$ cat src/rtl/ot_pkg.sv
package ot_pkg;

    typedef enum logic [1:0] {
        K_LOAD   = 2'd0,
        K_IFETCH = 2'd1,
        K_STORE  = 2'd2,
        K_ATOMIC = 2'd3
    } req_kind_e;

    // store and atomic live in the write table
    function automatic logic kind_is_write(input logic [1:0] k);
        return k[1];
    endfunction

    function automatic logic [15:0] span_at_least(input logic [15:0] age,
                                                  input logic [15:0] lim);
        return {15'd0, age >= lim};
    endfunction

endpackage

$ cat src/rtl/ot_table.sv
module ot_table #(
    parameter int N_ENT  = 4,
    parameter int LINE_W = 12,
    parameter int TS_W   = 16,
    parameter int THRESH = 64
) (
    input  logic              clk,
    input  logic              rst,
    input  logic [TS_W-1:0]   now,
    input  logic [LINE_W-1:0] q_line,
    output logic              q_hit,
    output logic              q_pf,
    output logic              q_full,
    input  logic              wr_en,
    input  logic [1:0]        wr_kind,
    input  logic              wr_pf,
    input  logic [LINE_W-1:0] c_line,
    output logic              c_hit,
    output logic [1:0]        c_kind,
    output logic              c_pf,
    output logic [TS_W-1:0]   c_age,
    input  logic              rt_en,
    output logic              stale
);
    localparam int IDX_W = (N_ENT > 1) ? $clog2(N_ENT) : 1;

    typedef struct packed {
        logic              vld;
        logic [LINE_W-1:0] line;
        logic [1:0]        kind;
        logic              pf;
        logic [TS_W-1:0]   ts;
    } ent_t;

    ent_t ent [N_ENT];

    logic [IDX_W-1:0] q_idx, free_idx, c_idx;
    logic             have_free;

    always_comb begin
        q_hit = 1'b0; q_idx = '0; q_pf = 1'b0;
        have_free = 1'b0; free_idx = '0;
        c_hit = 1'b0; c_idx = '0;
        stale = 1'b0;
        for (int i = 0; i < N_ENT; i++) begin
            if (ent[i].vld && ent[i].line == q_line && !q_hit) begin
                q_hit = 1'b1;
                q_idx = IDX_W'(i);
                q_pf  = ent[i].pf;
            end
            if (!ent[i].vld && !have_free) begin
                have_free = 1'b1;
                free_idx  = IDX_W'(i);
            end
            if (ent[i].vld && ent[i].line == c_line && !c_hit) begin
                c_hit = 1'b1;
                c_idx = IDX_W'(i);
            end
            if (ent[i].vld && (now - ent[i].ts) >= TS_W'(THRESH))
                stale = 1'b1;
        end
        q_full = !have_free;
        c_kind = ent[c_idx].kind;
        c_pf   = ent[c_idx].pf;
        c_age  = now - ent[c_idx].ts;
    end

    always_ff @(posedge clk) begin
        if (rst) begin
            for (int i = 0; i < N_ENT; i++) ent[i].vld <= 1'b0;
        end else begin
            if (rt_en) ent[c_idx].vld <= 1'b0;
            if (wr_en) begin
                if (q_hit) ent[q_idx] <= '{vld: 1'b1, line: q_line, kind: wr_kind,
                                           pf: wr_pf, ts: now};
                else       ent[free_idx] <= '{vld: 1'b1, line: q_line, kind: wr_kind,
                                              pf: wr_pf, ts: now};
            end
        end
    end

endmodule

$ cat src/rtl/ot_issue_pipe.sv
module ot_issue_pipe #(
    parameter int DEPTH = 2,
    parameter int W     = 14
) (
    input  logic         clk,
    input  logic         rst,
    input  logic         in_valid,
    input  logic [W-1:0] in_data,
    output logic         out_valid,
    output logic [W-1:0] out_data
);
    logic         v [DEPTH];
    logic [W-1:0] d [DEPTH];

    for (genvar s = 0; s < DEPTH; s++) begin : g_stage
        if (s == 0) begin : g_head
            always_ff @(posedge clk) begin
                if (rst) v[0] <= 1'b0;
                else     v[0] <= in_valid;
                d[0] <= in_data;
            end
        end else begin : g_body
            always_ff @(posedge clk) begin
                if (rst) v[s] <= 1'b0;
                else     v[s] <= v[s-1];
                d[s] <= d[s-1];
            end
        end
    end

    assign out_valid = v[DEPTH-1];
    assign out_data  = d[DEPTH-1];

endmodule

$ cat src/rtl/ot_watchdog.sv
module ot_watchdog #(
    parameter int THRESH = 64
) (
    input  logic clk,
    input  logic rst,
    input  logic arm_req,
    input  logic busy,
    input  logic stale_any,
    output logic deadlock
);
    localparam int TMR_W = $clog2(THRESH + 1);

    logic             armed;
    logic [TMR_W-1:0] tmr;

    always_ff @(posedge clk) begin
        if (rst) begin
            armed    <= 1'b0;
            tmr      <= '0;
            deadlock <= 1'b0;
        end else if (!armed) begin
            tmr <= '0;
            if (arm_req) armed <= 1'b1;
        end else if (tmr == TMR_W'(THRESH - 1)) begin
            tmr <= '0;
            if (stale_any) deadlock <= 1'b1;
            if (!busy)     armed    <= 1'b0;
        end else begin
            tmr <= tmr + TMR_W'(1);
        end
    end

endmodule

$ cat src/rtl/ot_miss_tracker.sv
module ot_miss_tracker
    import ot_pkg::*;
#(
    parameter int N_THR      = 2,   // at least 2
    parameter int N_ENT      = 4,
    parameter int LINE_BYTES = 16,
    parameter int ADDR_W     = 16,
    parameter int MAX_OUT    = 6,
    parameter int TS_W       = 16,
    parameter int DL_THRESH  = 64,
    parameter int FWD_LAT    = 2,
    localparam int TID_W     = $clog2(N_THR),
    localparam int OFF_W     = $clog2(LINE_BYTES),
    localparam int LINE_W    = ADDR_W - OFF_W,
    localparam int CNT_W     = $clog2(MAX_OUT + 1)
) (
    input  logic              clk,
    input  logic              rst,
    input  logic              req_valid,
    input  logic [TID_W-1:0]  req_thread,
    input  logic [1:0]        req_kind,
    input  logic [ADDR_W-1:0] req_addr,
    input  logic              req_pf,
    output logic              req_ready,
    output logic              iss_valid,
    output logic [ADDR_W-1:0] iss_addr,
    output logic [TID_W-1:0]  iss_thread,
    output logic              iss_write,
    input  logic              cpl_valid,
    input  logic [LINE_W-1:0] cpl_line,
    input  logic              cpl_write,
    output logic              rsp_valid,
    output logic              pf_retire,
    output logic [TID_W-1:0]  rsp_thread,
    output logic [1:0]        rsp_kind,
    output logic [TS_W-1:0]   rsp_latency,
    output logic [CNT_W-1:0]  cnt_total,
    output logic [CNT_W-1:0]  cnt_demand,
    output logic [CNT_W-1:0]  cnt_pf,
    output logic              proto_err,
    output logic              deadlock
);
    localparam int N_TBL = 2 * N_THR;
    localparam int TBL_W = TID_W + 1;
    localparam int PW    = TID_W + 1 + LINE_W;

    logic [TS_W-1:0]   now;
    logic [LINE_W-1:0] req_line;
    logic              is_wr;

    logic [N_TBL-1:0]  q_hit, q_pf, q_full, c_hit, c_pf, stale, own_oh;
    logic [N_TBL-1:0]  tbl_wr, tbl_rt;
    logic [1:0]        c_kind [N_TBL];
    logic [TS_W-1:0]   c_age  [N_TBL];

    assign req_line = req_addr[ADDR_W-1:OFF_W];
    assign is_wr    = kind_is_write(req_kind);

    // one read table and one write table per thread: index = 2*thread + write
    for (genvar i = 0; i < N_TBL; i++) begin : g_tbl
        assign own_oh[i] = (req_thread == TID_W'(i / 2)) && (is_wr == 1'(i % 2));
        ot_table #(
            .N_ENT(N_ENT), .LINE_W(LINE_W), .TS_W(TS_W), .THRESH(DL_THRESH)
        ) u_tbl (
            .clk(clk), .rst(rst), .now(now),
            .q_line(req_line), .q_hit(q_hit[i]), .q_pf(q_pf[i]), .q_full(q_full[i]),
            .wr_en(tbl_wr[i]), .wr_kind(req_kind), .wr_pf(req_pf),
            .c_line(cpl_line), .c_hit(c_hit[i]), .c_kind(c_kind[i]), .c_pf(c_pf[i]),
            .c_age(c_age[i]), .rt_en(tbl_rt[i]), .stale(stale[i])
        );
    end

    // admission
    logic conflict, same, own_full, old_pf, cpl_clash, acc, new_alloc, ovw;
    assign conflict  = |(q_hit & ~own_oh);
    assign same      = |(q_hit & own_oh);
    assign own_full  = |(q_full & own_oh);
    assign old_pf    = |(q_pf & q_hit & own_oh);
    assign cpl_clash = cpl_valid && (cpl_line == req_line);
    assign req_ready = (cnt_total < CNT_W'(MAX_OUT)) && !conflict
                       && (same || !own_full) && !cpl_clash;
    assign acc       = req_valid && req_ready;
    assign new_alloc = acc && !same;
    assign ovw       = acc && same;
    assign tbl_wr    = acc ? own_oh : '0;

    // completion: admission allows one live entry per line, so the first
    // table of the right kind that matches is the only one
    logic             found;
    logic [TBL_W-1:0] pick;
    always_comb begin
        found = 1'b0;
        pick  = '0;
        for (int i = 0; i < N_TBL; i++) begin
            if (!found && c_hit[i] && ((i % 2) == int'(cpl_write))) begin
                found = 1'b1;
                pick  = TBL_W'(i);
            end
        end
    end

    logic ret, ret_pf;
    assign ret    = cpl_valid && found;
    assign ret_pf = c_pf[pick];
    assign tbl_rt = ret ? (N_TBL'(1) << pick) : '0;

    // counters
    logic [CNT_W-1:0] tot_n, pf_n, dem_n;
    always_comb begin
        tot_n = cnt_total;
        pf_n  = cnt_pf;
        dem_n = cnt_demand;
        if (new_alloc)                   tot_n = tot_n + CNT_W'(1);
        if (ret)                         tot_n = tot_n - CNT_W'(1);
        if (new_alloc && req_pf)         pf_n  = pf_n + CNT_W'(1);
        if (new_alloc && !req_pf)        dem_n = dem_n + CNT_W'(1);
        if (ovw && req_pf && !old_pf) begin
            pf_n  = pf_n + CNT_W'(1);
            dem_n = dem_n - CNT_W'(1);
        end
        if (ovw && !req_pf && old_pf) begin
            pf_n  = pf_n - CNT_W'(1);
            dem_n = dem_n + CNT_W'(1);
        end
        if (ret && ret_pf)               pf_n  = pf_n - CNT_W'(1);
        if (ret && !ret_pf)              dem_n = dem_n - CNT_W'(1);
    end

    always_ff @(posedge clk) begin
        if (rst) begin
            now         <= '0;
            cnt_total   <= '0;
            cnt_pf      <= '0;
            cnt_demand  <= '0;
            rsp_valid   <= 1'b0;
            pf_retire   <= 1'b0;
            rsp_thread  <= '0;
            rsp_kind    <= '0;
            rsp_latency <= '0;
            proto_err   <= 1'b0;
        end else begin
            now        <= now + TS_W'(1);
            cnt_total  <= tot_n;
            cnt_pf     <= pf_n;
            cnt_demand <= dem_n;
            rsp_valid  <= ret && !ret_pf;
            pf_retire  <= ret && ret_pf;
            if (ret) begin
                rsp_thread  <= TID_W'(pick >> 1);
                rsp_kind    <= c_kind[pick];
                rsp_latency <= c_age[pick];
            end
            if (cpl_valid && !found) proto_err <= 1'b1;
        end
    end

    // downstream issue
    logic [PW-1:0] iss_data;
    ot_issue_pipe #(.DEPTH(FWD_LAT), .W(PW)) u_iss (
        .clk(clk), .rst(rst),
        .in_valid(new_alloc), .in_data({req_thread, is_wr, req_line}),
        .out_valid(iss_valid), .out_data(iss_data)
    );
    assign iss_thread = iss_data[PW-1 -: TID_W];
    assign iss_write  = iss_data[LINE_W];
    assign iss_addr   = {iss_data[LINE_W-1:0], {OFF_W{1'b0}}};

    ot_watchdog #(.THRESH(DL_THRESH)) u_wd (
        .clk(clk), .rst(rst),
        .arm_req(acc), .busy((cnt_total != '0) || acc),
        .stale_any(|stale), .deadlock(deadlock)
    );

endmodule

$ cat config.mk
export PLATFORM = sky130hd
export DESIGN_NAME = ot_miss_tracker
export DESIGN_NICKNAME = d
export VERILOG_FILES = /design/src/rtl/ot_pkg.sv /design/src/rtl/ot_table.sv /design/src/rtl/ot_issue_pipe.sv /design/src/rtl/ot_watchdog.sv /design/src/rtl/ot_miss_tracker.sv
export SDC_FILE = /design/constraint.sdc
export NUM_CORES = 2
export LEC_CHECK = 0
export CAP_MARGIN = 10
export CORE_MARGIN = 4
export CORE_UTILIZATION = 40
export CTS_CLUSTER_SIZE = 12
export DETAILED_ROUTE_END_ITERATION = 10
export PLACE_DENSITY_LB_ADDON = 0.25
export SYNTH_ARGS = -nofsm -noshare
export SYNTH_HDL_FRONTEND = slang
export SYNTH_SLANG_ARGS = --single-unit
$ cat constraint.sdc
create_clock -name clk -period 7.7 [get_ports clk]
set_clock_uncertainty 0.2 [all_clocks]
set_input_delay 1.155 -clock clk [delete_from_list [all_inputs] [get_ports clk]]
set_output_delay 1.155 -clock clk [all_outputs]
set_load 0.01 [all_outputs]
==> flow_metrics.py <==
metrics = {
    "sta": {
        "relSlewSlack_pct": 23.5,
        "hold_slack_ns": 0.122,
        "min_period_ns": 6.65,
        "hold_viol": 0,
        "max_freq_ghz": 0.150,
        "period_share_pct": 86.3,
        "worst_pin_slew_ns": 1.13,
        "rsz0062_at_grt": "false",
        "setup_viol": 0,
        "fin_tns_setup_ns": 0,
        "slew_violations": 0,
    },
    "cells_and_area": {
        "stdcell_count": 5620,
        "drive_above_1_share_pct": 9.76,
        "final_cell_mix": "496 x edfxtp_1, 452 x xnor2_1, 317 x inv_1",
        "area_delta_synth_final_pct": 12.3,
        "fillCellCount": 9756,
        "multi_input_area_um2": 22200,
        "regArea_um2": 17000,
        "final_common_cell": "edfxtp_1",
        "fin_nets": 4561,
        "fin_area_um2": 46400,
    },
    "die": {
        "die_area_um2": 108000,
        "core_region_area_um2": 102000,
        "die_height_um": 329,
        "io_pins": 89,
        "initial_core_util_pct": 40.4,
        "die_w_um": 329,
        "num_rows": 117,
    },
    "route": {
        "antenna_left": 0,
        "drt_iter0_markers": 2679,
        "vias": 31900,
        "drc": 0,
        "wl_per_cell_um": 22.4,
        "vias_per_cell": 5.67,
        "drt_wl_total_um": 126000,
        "drtPass1Iterations": 8,
    },
    "synthesis": {
        "synth_cell_types": 120,
        "synth_area_per_cell_um2": 10.3,
        "netlist_instances": 4028,
        "synth_seq_area_share_pct": 41.0,
        "synth_warnings": 0,
        "synth_ff_type": "edfxtp_1",
        "ys_async_sr_fraction_pct": 0,
        "synth_area_um2": 41300,
        "ys_ff_latch": 598,
        "synth-edff-count": 496,
    },
    "critical_path": {
        "rr_endpoint": "rsp_latency[15]",
        "critPathMaxFanout": 11,
        "r2r-start": "g_tbl[0].u_tbl.ent[1][26]",
        "startpoint_type": "input port",
        "arrival_ns": 6.92,
        "critPathRequiredTime_ns": 7.97,
        "r2r_cells": 20,
        "crit_type": "in -> reg",
        "ff2ff_setup_slack_ns": 2.16,
        "endpoint_kind": "flip-flop",
    },
    "grt": {
        "antenna_found_initial": 4,
        "grt_pass1_vias": 30300,
        "track_usage_pct": 22.7,
        "grt_pass1_wl_um": 188000,
        "grt_overflow": 0,
        "grt_max_degree": 49,
    },
    "power": {
        "p_per_area_nw_per_um2": 161,
        "p_leak_uw": 0.0178,
        "ir_drop_mv": 0.207,
        "finalPower_uw": 7470,
    },
    "cts": {
        "ctsHoldBuffers": 0,
        "clock_latency_ns": 0.63,
        "cts.clk_slew.worst_paths_ns": 0.06,
        "htree_num_levels": 3,
        "cts_tree": "yes",
        "cts_buffers": 72,
        "cts_sinks": 598,
        "post-cts-setup-buffer-count": 0,
        "clockBufferDepth": 3,
        "clock-root-buffer": "clkbuf_16",
        "cts.repair.resized": 0,
    },
    "placed_design": {
        "place_area_um2": 44000,
        "dp.cells": 5485,
        "dpl.hpwl_um": 93100,
        "io_buffers": 80,
        "gp_congestion": 0.889,
    },
    "hold_path": {
        "hold_end": "u_iss.d[0][21]",
        "hold_class": "reg -> reg",
        "min-delay-start": "u_iss.d[0][7]",
        "whs_path_depth": 0,
    },
    "job": {
        "maxCapViolations": 0,
    },
    "status": {
        "status": "completed",
    },
}
## power by group
group          internal [uW]  switching [uW]  total, uW  leakage, uW
Sequential              3520            30.2       3550      0.00538
Combinational            223             343        566       0.0113
Clock                   1950            1410       3360      0.00115
Total                   5690            1780       7470       0.0178
## worst max-delay path by stage
stage | startpoint | endpoint
after detailed placement | cpl_line[10] | rsp_latency[15]
after CTS | cpl_line[10] | rsp_latency[15]
after global placement | cpl_line[10] | rsp_latency[15]
after floorplan | req_addr[10] | g_tbl[3].u_tbl.ent[3][0]
final | cpl_line[10] | rsp_latency[15]
after global routing | cpl_line[0] | rsp_latency[15]
## metrics by stage
stage	worst slack [ns]	utilization (%)
after detailed placement	0.584	43.1
after global routing	0.590	45.4
after global placement	0.579	43.1
after floorplan	0.741	-
final	1.05	45.4
after CTS	1.22	45.4
## routing by layer
layer / share of wire [%] / global-route usage, % / vias to the layer above
met1: 46 / 32.2 / 15500
met2: 44 / 35.7 / 1076
met5: 0.018 / 0 / -
met3: 7.2 / 3.90 / 184
li1: - / - / 15100
met4: 3.0 / 6.83 / 4
## Yosys cell counts, types with 13 or more instances
cell type	number	share of area (%)
edfxtp_1	496	36
xnor2_1	452	9.6
inv_1	318	2.9
ha_1	313	9.5
nand2_1	281	2.6
nor2_1	228	2.1
a21oi_1	218	2.6
o21ai_0	176	2.1
nand4_1	104	1.6
dfxtp_1	102	4.9
nand3_1	102	1.2
xor2_1	96	2.0
nor3_1	85	1.0
o211ai_1	75	1.4
mux2i_1	61	1.5
a21o_1	51	0.93
nand2b_1	48	0.73
clkbuf_1	46	0.42
nor2b_1	46	0.70
o221ai_1	46	0.98
o21a_1	39	0.71
buf_6	36	0.98
a211oi_1	29	0.53
a31oi_1	27	0.41
or4_1	26	0.47
nor4_1	23	0.35
and3_1	20	0.30
buf_4	20	0.36
fa_1	20	0.97
or3_1	20	0.30
o31ai_1	19	0.35
o22ai_1	18	0.27
nand3b_1	17	0.31
nor4_2	17	0.52
and2_1	16	0.24
o2111ai_1	16	0.34
o41ai_1	15	0.32
or2_2	15	0.23
a21boi_0	13	0.24
a31o_2	13	0.28
## layout make-up
cell class / count / area share (%)
multi-input combinational: 2980 / 48.0
antenna: 1 / 0.00540
clock buffer: 103 / 4.47
sequential: 598 / 36.6
inverter: 321 / 2.60
timing repair buffer: 218 / 4.12
clock inverter: 31 / 0.551
tap: 1368 / 3.69
## critical path, cell delays in order
cell	delay (ns)
clkdlybuf4s50_1	0.86
buf_12	0.26
xnor2_1	0.16
nand3_1	0.11
or4_1	0.62
o21ai_1	0.24
and2_1	0.39
mux2i_1	0.13
a21oi_1	0.29
inv_1	0.08
ha_1	0.27
nor2b_1	0.14
o31ai_1	0.48
a211oi_1	0.19
o31ai_1	0.39
o21ai_0	0.22
a21o_1	0.21
a21oi_1	0.17
xor2_1	0.20
o31ai_1	0.08
a21oi_1	0.17
a21oi_1	0.08
## registers in the layout, indices dropped and copies added, names as in the netlist
name             flops
pf_retire            1
u_iss.d             28
rsp_latency         16
rsp_thread           1
cnt_total            3
u_wd.deadlock        1
now                 16
proto_err            1
u_wd.armed           1
cnt_pf               3
rsp_kind             2
rsp_valid            1
u_wd.tmr             7
cnt_demand           3
g_tbl.u_tbl.ent    512
u_iss.v              2
## cell families (layout without fill, tap and decap cells)
kind of cell	after synthesis	after routing	synth area share (%)
flops	598	598	41.0
other cells	1	5	0.00908
xor+xnor	554	554	11.9
compound gates	898	898	14.8
simple gates	1112	1112	14.4
mux	79	79	2.10
fa+ha+maj	333	333	10.5
buf+inv	453	673	5.39
Power figures use the tool's default switching activity.
